$ cat config.mk
export PLATFORM = sky130hd
export DESIGN_NAME = fp_pair_regfile
export DESIGN_NICKNAME = d
export VERILOG_FILES = /design/src/rtl/fpr_pkg.sv /design/src/rtl/fpr_word_array.sv /design/src/rtl/fpr_read_port.sv /design/src/rtl/fpr_pair_merge.sv /design/src/rtl/fpr_ctl_regs.sv /design/src/rtl/fp_pair_regfile.sv
export SDC_FILE = /design/constraint.sdc
export NUM_CORES = 2
export LEC_CHECK = 0
export BUFFER_PORTS_ARGS = -buffer_cell sky130_fd_sc_hd__buf_2
export CORE_UTILIZATION = 45
export CTS_CLUSTER_SIZE = 8
export DETAILED_ROUTE_END_ITERATION = 10
export PLACE_DENSITY = 0.73
export SLEW_MARGIN = 20
export SYNTH_ARGS = -nofsm -noshare
export SYNTH_HDL_FRONTEND = slang
export SYNTH_SLANG_ARGS = --single-unit
$ cat constraint.sdc
create_clock -name clk -period 4.3 [get_ports clk]
set_clock_uncertainty 0.05 [all_clocks]
set_input_delay 0.86 -clock clk [delete_from_list [all_inputs] [get_ports clk]]
set_output_delay 0.86 -clock clk [all_outputs]
set_load 0.005 [all_outputs]
$ cat src/rtl/fpr_pkg.sv
package fpr_pkg;

    localparam int CTL_W = 32;

    typedef enum logic [1:0] {
        MRG_LO_LO = 2'd0,
        MRG_LO_HI = 2'd1,
        MRG_HI_LO = 2'd2,
        MRG_HI_HI = 2'd3
    } mrg_sel_e;

    typedef enum logic [1:0] {
        CTL_IDENT  = 2'd0,
        CTL_STATUS = 2'd1,
        CTL_COND   = 2'd2,
        CTL_SPARE  = 2'd3
    } ctl_sel_e;

    typedef struct packed {
        logic [CTL_W-1:0] status;
        logic [CTL_W-1:0] cond;
    } ctl_state_t;

endpackage

$ cat src/rtl/fpr_word_array.sv
module fpr_word_array #(
    parameter int NUM_REGS = 32,
    parameter int WORD_W   = 32,
    localparam int IDX_W   = $clog2(NUM_REGS)
) (
    input  logic                               clk,
    input  logic                               rst_n,
    input  logic                               clear,
    input  logic                               wr_en,
    input  logic [IDX_W-1:0]                   wr_idx,
    input  logic                               wr_wide,
    input  logic [2*WORD_W-1:0]                wr_data,
    output logic                               wr_illegal,
    output logic [NUM_REGS-1:0]                wmask,
    output logic [NUM_REGS-1:0][WORD_W-1:0]    wval,
    output logic [NUM_REGS-1:0][WORD_W-1:0]    words_q
);

    typedef struct packed {
        logic [NUM_REGS-1:0][WORD_W-1:0] words;
    } arr_state_t;

    arr_state_t       arr_d, arr_q;
    logic             wr_go;
    logic [IDX_W-1:0] hi_idx;

    assign wr_illegal = wr_en && wr_wide && wr_idx[0];
    assign wr_go      = wr_en && !wr_illegal && !clear;
    assign hi_idx     = {wr_idx[IDX_W-1:1], 1'b1};

    for (genvar i = 0; i < NUM_REGS; i++) begin : g_word
        logic lo_hit, hi_hit;
        assign lo_hit   = (wr_idx == IDX_W'(i));
        assign hi_hit   = wr_wide && (hi_idx == IDX_W'(i));
        assign wmask[i] = wr_go && (lo_hit || hi_hit);
        assign wval[i]  = hi_hit ? wr_data[2*WORD_W-1:WORD_W] : wr_data[WORD_W-1:0];
    end

    always_comb begin
        arr_d = arr_q;
        if (clear) begin
            arr_d.words = '0;
        end else begin
            for (int i = 0; i < NUM_REGS; i++) begin
                if (wmask[i]) arr_d.words[i] = wval[i];
            end
        end
    end

    always_ff @(posedge clk or negedge rst_n) begin
        if (!rst_n) arr_q <= '0;
        else        arr_q <= arr_d;
    end

    assign words_q = arr_q.words;

endmodule

$ cat src/rtl/fpr_read_port.sv
module fpr_read_port #(
    parameter int NUM_REGS = 32,
    parameter int WORD_W   = 32,
    localparam int IDX_W   = $clog2(NUM_REGS)
) (
    input  logic [NUM_REGS-1:0][WORD_W-1:0] words,
    input  logic [NUM_REGS-1:0]             wmask,
    input  logic [NUM_REGS-1:0][WORD_W-1:0] wval,
    input  logic [IDX_W-1:0]                idx,
    input  logic                            wide,
    output logic [2*WORD_W-1:0]             data,
    output logic                            illegal
);

    logic [IDX_W-1:0]  hi_idx;
    logic [WORD_W-1:0] lo_word, hi_word;

    assign hi_idx  = {idx[IDX_W-1:1], 1'b1};
    assign illegal = wide && idx[0];

    // Pending write data is returned ahead of the stored word.
    assign lo_word = wmask[idx]    ? wval[idx]    : words[idx];
    assign hi_word = wmask[hi_idx] ? wval[hi_idx] : words[hi_idx];

    always_comb begin
        if (illegal)   data = '0;
        else if (wide) data = {hi_word, lo_word};
        else           data = {{WORD_W{1'b0}}, lo_word};
    end

endmodule

$ cat src/rtl/fpr_pair_merge.sv
module fpr_pair_merge #(
    parameter int WORD_W = 32
) (
    input  logic [2*WORD_W-1:0] src_a,
    input  logic [2*WORD_W-1:0] src_b,
    input  logic [1:0]          sel,
    output logic [2*WORD_W-1:0] result
);
    import fpr_pkg::*;

    logic [WORD_W-1:0] a_lo, a_hi, b_lo, b_hi;

    assign a_lo = src_a[WORD_W-1:0];
    assign a_hi = src_a[2*WORD_W-1:WORD_W];
    assign b_lo = src_b[WORD_W-1:0];
    assign b_hi = src_b[2*WORD_W-1:WORD_W];

    always_comb begin
        case (mrg_sel_e'(sel))
            MRG_LO_LO: result = {a_lo, b_lo};
            MRG_LO_HI: result = {a_lo, b_hi};
            MRG_HI_LO: result = {a_hi, b_lo};
            default:   result = {a_hi, b_hi};
        endcase
    end

endmodule

$ cat src/rtl/fpr_ctl_regs.sv
module fpr_ctl_regs #(
    parameter logic [31:0] IMPL_ID = 32'h0001_0300
) (
    input  logic        clk,
    input  logic        rst_n,
    input  logic [1:0]  sel,
    input  logic        wr_en,
    input  logic [31:0] wr_data,
    output logic [31:0] rd_data
);
    import fpr_pkg::*;

    ctl_state_t ctl_d, ctl_q;

    always_comb begin
        ctl_d = ctl_q;
        if (wr_en) begin
            case (ctl_sel_e'(sel))
                CTL_STATUS: ctl_d.status = wr_data;
                CTL_COND:   ctl_d.cond   = wr_data;
                default:    ;
            endcase
        end
    end

    always_ff @(posedge clk or negedge rst_n) begin
        if (!rst_n) ctl_q <= '0;
        else        ctl_q <= ctl_d;
    end

    always_comb begin
        case (ctl_sel_e'(sel))
            CTL_IDENT:  rd_data = IMPL_ID;
            CTL_STATUS: rd_data = ctl_q.status;
            CTL_COND:   rd_data = ctl_q.cond;
            default:    rd_data = '0;
        endcase
    end

endmodule

$ cat src/rtl/fp_pair_regfile.sv
module fp_pair_regfile #(
    parameter int          NUM_REGS = 32,
    parameter int          WORD_W   = 32,
    parameter logic [31:0] IMPL_ID  = 32'h0001_0300,
    localparam int         IDX_W    = $clog2(NUM_REGS),
    localparam int         DATA_W   = 2 * WORD_W,
    localparam int         NUM_RP   = 2
) (
    input  logic              clk,
    input  logic              rst_n,
    input  logic              clear,
    input  logic              wr_en,
    input  logic [IDX_W-1:0]  wr_idx,
    input  logic              wr_wide,
    input  logic [DATA_W-1:0] wr_data,
    output logic              wr_illegal,
    input  logic [IDX_W-1:0]  rd0_idx,
    input  logic              rd0_wide,
    output logic [DATA_W-1:0] rd0_data,
    output logic              rd0_illegal,
    input  logic [IDX_W-1:0]  rd1_idx,
    input  logic              rd1_wide,
    output logic [DATA_W-1:0] rd1_data,
    output logic              rd1_illegal,
    input  logic [1:0]        mrg_sel,
    output logic [DATA_W-1:0] mrg_data,
    input  logic [1:0]        ctl_sel,
    input  logic              ctl_wr_en,
    input  logic [31:0]       ctl_wr_data,
    output logic [31:0]       ctl_rd_data
);

    logic [NUM_REGS-1:0][WORD_W-1:0] words_q;
    logic [NUM_REGS-1:0][WORD_W-1:0] wval;
    logic [NUM_REGS-1:0]             wmask;

    logic [NUM_RP-1:0][IDX_W-1:0]  rp_idx;
    logic [NUM_RP-1:0]             rp_wide;
    logic [NUM_RP-1:0][DATA_W-1:0] rp_data;
    logic [NUM_RP-1:0]             rp_illegal;

    fpr_word_array #(.NUM_REGS(NUM_REGS), .WORD_W(WORD_W)) u_array (
        .clk        (clk),
        .rst_n      (rst_n),
        .clear      (clear),
        .wr_en      (wr_en),
        .wr_idx     (wr_idx),
        .wr_wide    (wr_wide),
        .wr_data    (wr_data),
        .wr_illegal (wr_illegal),
        .wmask      (wmask),
        .wval       (wval),
        .words_q    (words_q)
    );

    assign rp_idx  = {rd1_idx, rd0_idx};
    assign rp_wide = {rd1_wide, rd0_wide};

    for (genvar p = 0; p < NUM_RP; p++) begin : g_rport
        fpr_read_port #(.NUM_REGS(NUM_REGS), .WORD_W(WORD_W)) u_rport (
            .words   (words_q),
            .wmask   (wmask),
            .wval    (wval),
            .idx     (rp_idx[p]),
            .wide    (rp_wide[p]),
            .data    (rp_data[p]),
            .illegal (rp_illegal[p])
        );
    end

    assign rd0_data    = rp_data[0];
    assign rd1_data    = rp_data[1];
    assign rd0_illegal = rp_illegal[0];
    assign rd1_illegal = rp_illegal[1];

    fpr_pair_merge #(.WORD_W(WORD_W)) u_merge (
        .src_a  (rp_data[0]),
        .src_b  (rp_data[1]),
        .sel    (mrg_sel),
        .result (mrg_data)
    );

    fpr_ctl_regs #(.IMPL_ID(IMPL_ID)) u_ctl (
        .clk     (clk),
        .rst_n   (rst_n),
        .sel     (ctl_sel),
        .wr_en   (ctl_wr_en),
        .wr_data (ctl_wr_data),
        .rd_data (ctl_rd_data)
    );

endmodule

**Word level (Yosys, flattened, before mapping)**

Cells that the tools add are included.

- Register bits: 1,088
- Input port bits: 123
- Output and inout bits: 227
- Word-level logic and storage cells: 285

- $lt $le $gt $ge: 4
- Eq/ne operators: 50
- Mux-type cells: 84
- Reduce and logical (&&, ||, !) cells: 113

Operator list:

| cell | count |
|---|---|
| $mux 32 | 61 |
| $mux 1024 | 1 |
| $bmux 32 s5 | 4 |
| $bmux 32 s4 | 4 |
| $mux 64 | 4 |
| $pmux 64 s3 | 1 |
| $pmux 32 s3 | 1 |
| $eq 5x5->1 const B | 16 |
| $reduce_bool 2->1 | 32 |
| $logic_and 1x1->1 | 55 |
| $eq 5x4->1 const B | 8 |
| $eq 4x4->1 const B | 8 |
| $lt 5x6->1 const B | 4 |
| $eq 5x3->1 const B | 4 |
| $logic_or 1x1->1 | 17 |
| $eq 4x3->1 const B | 4 |
| $bmux 1 s5 | 2 |
| $eq 5x2->1 const B | 2 |
| $logic_not 5->1 | 2 |
| $bmux 1 s4 | 2 |
| $eq 4x2->1 const B | 2 |
| $eq 5x1->1 const B | 1 |
| $eq 2x1->1 const B | 2 |
| $eq 2x2->1 const B | 2 |
| 6 further kinds | 12 |

**Longest topological paths before layout**

- Depth in word-level cells: 12
- Mapped depth: 11
- Depth with buffers taken out: 7

**Hierarchy**

Synthesis repeated with hierarchy kept, for this count alone.

- Cell total of the unflattened synthesis: 8,814
- Area total of the unflattened synthesis: 95,028.6 sq um

By module, submodules not included:

| module | times used | cells each | area each (sq um) | sequential area each (sq um) |
|---|---|---|---|---|
| fpr_word_array | 1 | 5,151 | 53,144.7 | 25,624.6 |
| fpr_read_port | 2 | 1,704 | 18,941.9 | 0.0 |
| fpr_ctl_regs | 1 | 183 | 2,911.5 | 1,601.5 |
| fpr_pair_merge | 1 | 72 | 1,088.5 | 0.0 |

**Least setup slack after synthesis**

OpenSTA, ideal clock, no wires.

- Path kind: input to output
- Start point: in rd0_idx[1]
- End point: out mrg_data[45]
- Arrival: 2,930 ps
- Data required time: 3,390 ps
- Slack: 460 ps
- Stages on the path: 9
- Buffers on the path: 3
- Cells stage by stage: buf_2 buf_2 buf_2 mux4_2 a211oi_1 a21oi_1 a211oi_1 a211oi_1 mux2_2

- Cells in the longest elaborated chain, start to end: 6
- Elaborated cells between the ends (all ways): 17
- Those cells by class: mux: 17

RTL lines:

| item | line | source |
|---|---|---|
| from (decl) | fp_pair_regfile.sv:17 | `input logic [IDX_W-1:0] rd0_idx,` |
| $bmux 32 s5 or $bmux 1 s5 (tied branches) | fpr_read_port.sv:22 | `assign lo_word = wmask[idx] ? wval[idx] : words[idx];` |
| $mux 32 (implied by the code) or $mux 1 (tied branches) | fpr_read_port.sv:22 |  |
| $mux 32 * | fpr_read_port.sv:22 |  |
| $mux 64 * | fpr_read_port.sv:27 | `else if (wide) data = {hi_word, lo_word};` |
| $mux 64 * | fpr_read_port.sv:26 | `if (illegal) data = '0;` |
| net rd0_data[13] | fp_pair_regfile.sv:19 | `output logic [DATA_W-1:0] rd0_data,` |
| $pmux 64 s3 * | fpr_pair_merge.sv:19 | `case (mrg_sel_e'(sel))` |
| to (decl) | fp_pair_regfile.sv:26 | `output logic [DATA_W-1:0] mrg_data,` |

Mark *: on every way through the listed nets, which the timed path passes. The rest lies on a longest branch. The select of a mux whose other input is x is not followed.

**Worst setup path after layout**

- Start point: in rd1_idx[1]
- End point: out mrg_data[31]

- Cells in the longest elaborated chain, start to end: 6
- Elaborated cells between the ends (all ways): 17
- Those cells by class: mux: 17

RTL lines:

| item | line | source |
|---|---|---|
| from (decl) | fp_pair_regfile.sv:21 | `input logic [IDX_W-1:0] rd1_idx,` |
| $bmux 32 s5, or another cell as far along | fpr_read_port.sv:22 |  |
| $mux 32 (implied by the code), or another cell as far along | fpr_read_port.sv:22 |  |
| $mux 32, on equally long branches | fpr_read_port.sv:22, fpr_read_port.sv:23 |  |
| $mux 64 * | fpr_read_port.sv:27 |  |
| $mux 64 * | fpr_read_port.sv:26 |  |
| $pmux 64 s3 * | fpr_pair_merge.sv:19 |  |

Mark *: on every way between the ends. The rest lies on a longest branch, timed or not. The select of a mux whose other input is x is not followed.

==> run metrics <==
Slew @ Worst Pin=1.45 ns; Clock transition at path regs=0.05 ns; ys async rst share=100%; die area=156,000 µm²; Critical Path Start=rd1_idx[1]; DRC marker count from the first detailed-route iteration=9,771; Final Util=52.7%; Post-synth EDFFs=0; Ports=350; period utilization=101%; Max-Cap Viols=0; most numerous cell in the Yosys netlist=nand2_1; slowest stage cell, crit path=mux4_2; DRC viols=0; worst-path cell chain=buf_8, buf_8, buf_16, mux4_2, o22ai_1, o31ai_1, o22ai_1, buf_4, o31ai_2, buf_2; Critical Path Fanout Max=55; CTS Buffer Depth=3; drt pass-1 iters=11; Netlist Area Pre-Place=69,600 µm²; Initial Util=45.6%; routability cong.=1.01; remaining antenna violation count=0; status=finished with violations; final WL=289,000 µm; max_slew headroom=3.62%; R2R Setup Slk=3.44 ns; crit path buf inv count=5; number of global-route vias before repair=63,400; commonest cells in the netlist=1,215 x nand2_1, 1,088 x dfrtp_1, 654 x mux2i_1; post-synth cell types=63; leak pwr=33.7 nW; area leader, netlist=dfrtp_1; placed cell area=75,400 µm²; first-pass GRT wire length=420,000 µm; Post-Synthesis Cells=6,870; syn nets=6,993; Root Driver=clkbuf_16; GRT Util Overall=36.2%; FF-to-FF Start=u_ctl.ctl_q[60]; worst-skew pair later-pin latency=0.80 ns; Hold Crit Class=input port to asynchronous set/reset pin; TritonCTS Buffers=155; critical path arrival=3.43 ns; Max H-tree Level=4; GRT Residual Overflow=0; final instance area=80,500 µm²; dominant synthesized flop cell=dfrtp_1; DP Wirelength=180,000 µm; startpoint type of the worst setup path=input port; Synth area leaders=dfrtp_1 39%, mux4_2 17%, mux2i_1 9.4%, nand2_1 6.6%, nand3b_1 5.8%; Final Hold Fails=0; NumNets Final=7,122; post-synth top area share=39.1%; Crit. End Element=primary output; WP data required=3.39 ns; IO Port Bufs=349; largest net degree at the start of global routing=299; Post-CTS Hold Fix Bufs=0; Crit path largest cell delay=0.58 ns; Ys Warns=0; delay-heaviest family, CP=buffers and inverters; Final Setup Violations=6; num rows=143; Avg Vias per Cell=7.05; FF+latch count, synth=1,088; PwrDens=315 nW/µm²; clock sinks=1,088; critical path class=input port to primary output; dpl ws=-0.293 ns; Avg WL per Cell=31.9 µm; WP depth=10; final slew viol count=0; worst vdd ir=0.351 mV; Die Y=395 µm; initial antenna violation count=32; die extent in x=395 µm; failing checks=negative setup slack; sequential share of the synthesized area=39.1%; Crit Reg-Reg Endpoint=u_ctl.ctl_q[60]; f_max=0.231 GHz; Placeable Area=153,000 µm²; R2R cell count=1; P&R area growth vs syn=15.7%; routed via count=63,900; Pwr Total=25.4 mW; crit path time final=4.34 ns; last element of the critical path=mrg_data[31]; Mean Syn Cell Area=10.1 µm²; CTS tree=built; Worst Slack Setup Final=-0.0359 ns; share of cells above drive strength 1=25.2%
==> power breakdown <==
part	switching [mW]	internal [mW]
logic	2.17	1.23
clock network	4.91	6.53
registers	0.106	10.4
==> through the flow <==
stage,hold slack (ns),setup TNS [ns],cells
floorplan,0.430,0,6870
CTS,0.00209,-0.208,9030
global route,0.0285,-0.0778,9057
detailed placement,0.445,-1.70,8846
global placement,0.438,-1.83,8846
finish,0.00280,-0.106,9060
==> cell families after synthesis <==
logic type                after synthesis  synth area share, %
muxes                                1277                 28.2
xor gates and xnor gates               11                0.138
DFF                                  1088                 39.1
buffers and inverters                 838                 4.89
and+or+nand+nor                      2152                 15.1
AOI/OAI and AO/OA                    1504                 12.6
==> flip-flops by register name, summed over array words and instances, names as in the netlist <==
register / cells
u_array.words_q: 1024
u_ctl.ctl_q: 64
==> how the worst min path moves through the flow <==
stage                      endpoint  slack (ns)  cells past startpoint
6_report       u_array.words_q[598]       0.003                      1
5_1_grt        u_array.words_q[598]        0.03                      1
4_1_cts        u_array.words_q[598]       0.002                      1
3_5_place_dp         u_ctl.ctl_q[8]        0.44                      1
3_3_place_gp        u_ctl.ctl_q[10]        0.44                      1
2_1_floorplan        u_ctl.ctl_q[0]        0.43                      1
==> timing repair <==
item / in CTS / in global routing
setup endpoints to repair: 29 / 95
buffers inserted: 5 / 17
cloned: 1 / 4
pin swaps: 1 / 6
gates resized for setup: 24 / 54
==> placed cells by master (no fill, tap or decap), drive strengths merged, types with 16 or more instances in the layout <==
cell type,Yosys,final
and3,30,30
nand3,16,16
nor3,39,39
o22ai,87,87
a22oi,50,50
o31ai,56,56
nand3b,540,540
nor2,222,222
or2,26,26
clkbuf,630,166
mux4,536,536
mux2i,654,654
a22o,30,30
buf,202,798
mux2,87,87
and2,17,17
o21a,36,36
o21ai,522,522
a21oi,584,584
a211oi,72,72
o221ai,25,25
dfrtp,1088,1088
nand2,1216,1216
==> per-layer routing <==
layer	GRT usage (%)	share of wire (%)
met1	44.2	34
met2	51.1	42
met4	27.8	8.9
met5	0.462	0.11
met3	14.2	15
==> area by class of cell <==
| class | instances | area [µm²] |
|---|---|---|
| Fill cell | 13000 | 72100 |
| Multi-Input combinational cell | 4944 | 39600 |
| Sequential cell | 1088 | 27200 |
| Timing Repair Buffer | 804 | 6780 |
| Clock buffer | 160 | 3910 |
| Tap cell | 2030 | 2540 |
| Clock inverter | 18 | 419 |
| Inverter | 6 | 27.5 |
| Antenna cell | 10 | 25.0 |
Note: power is estimated with default switching activity, not from simulation.
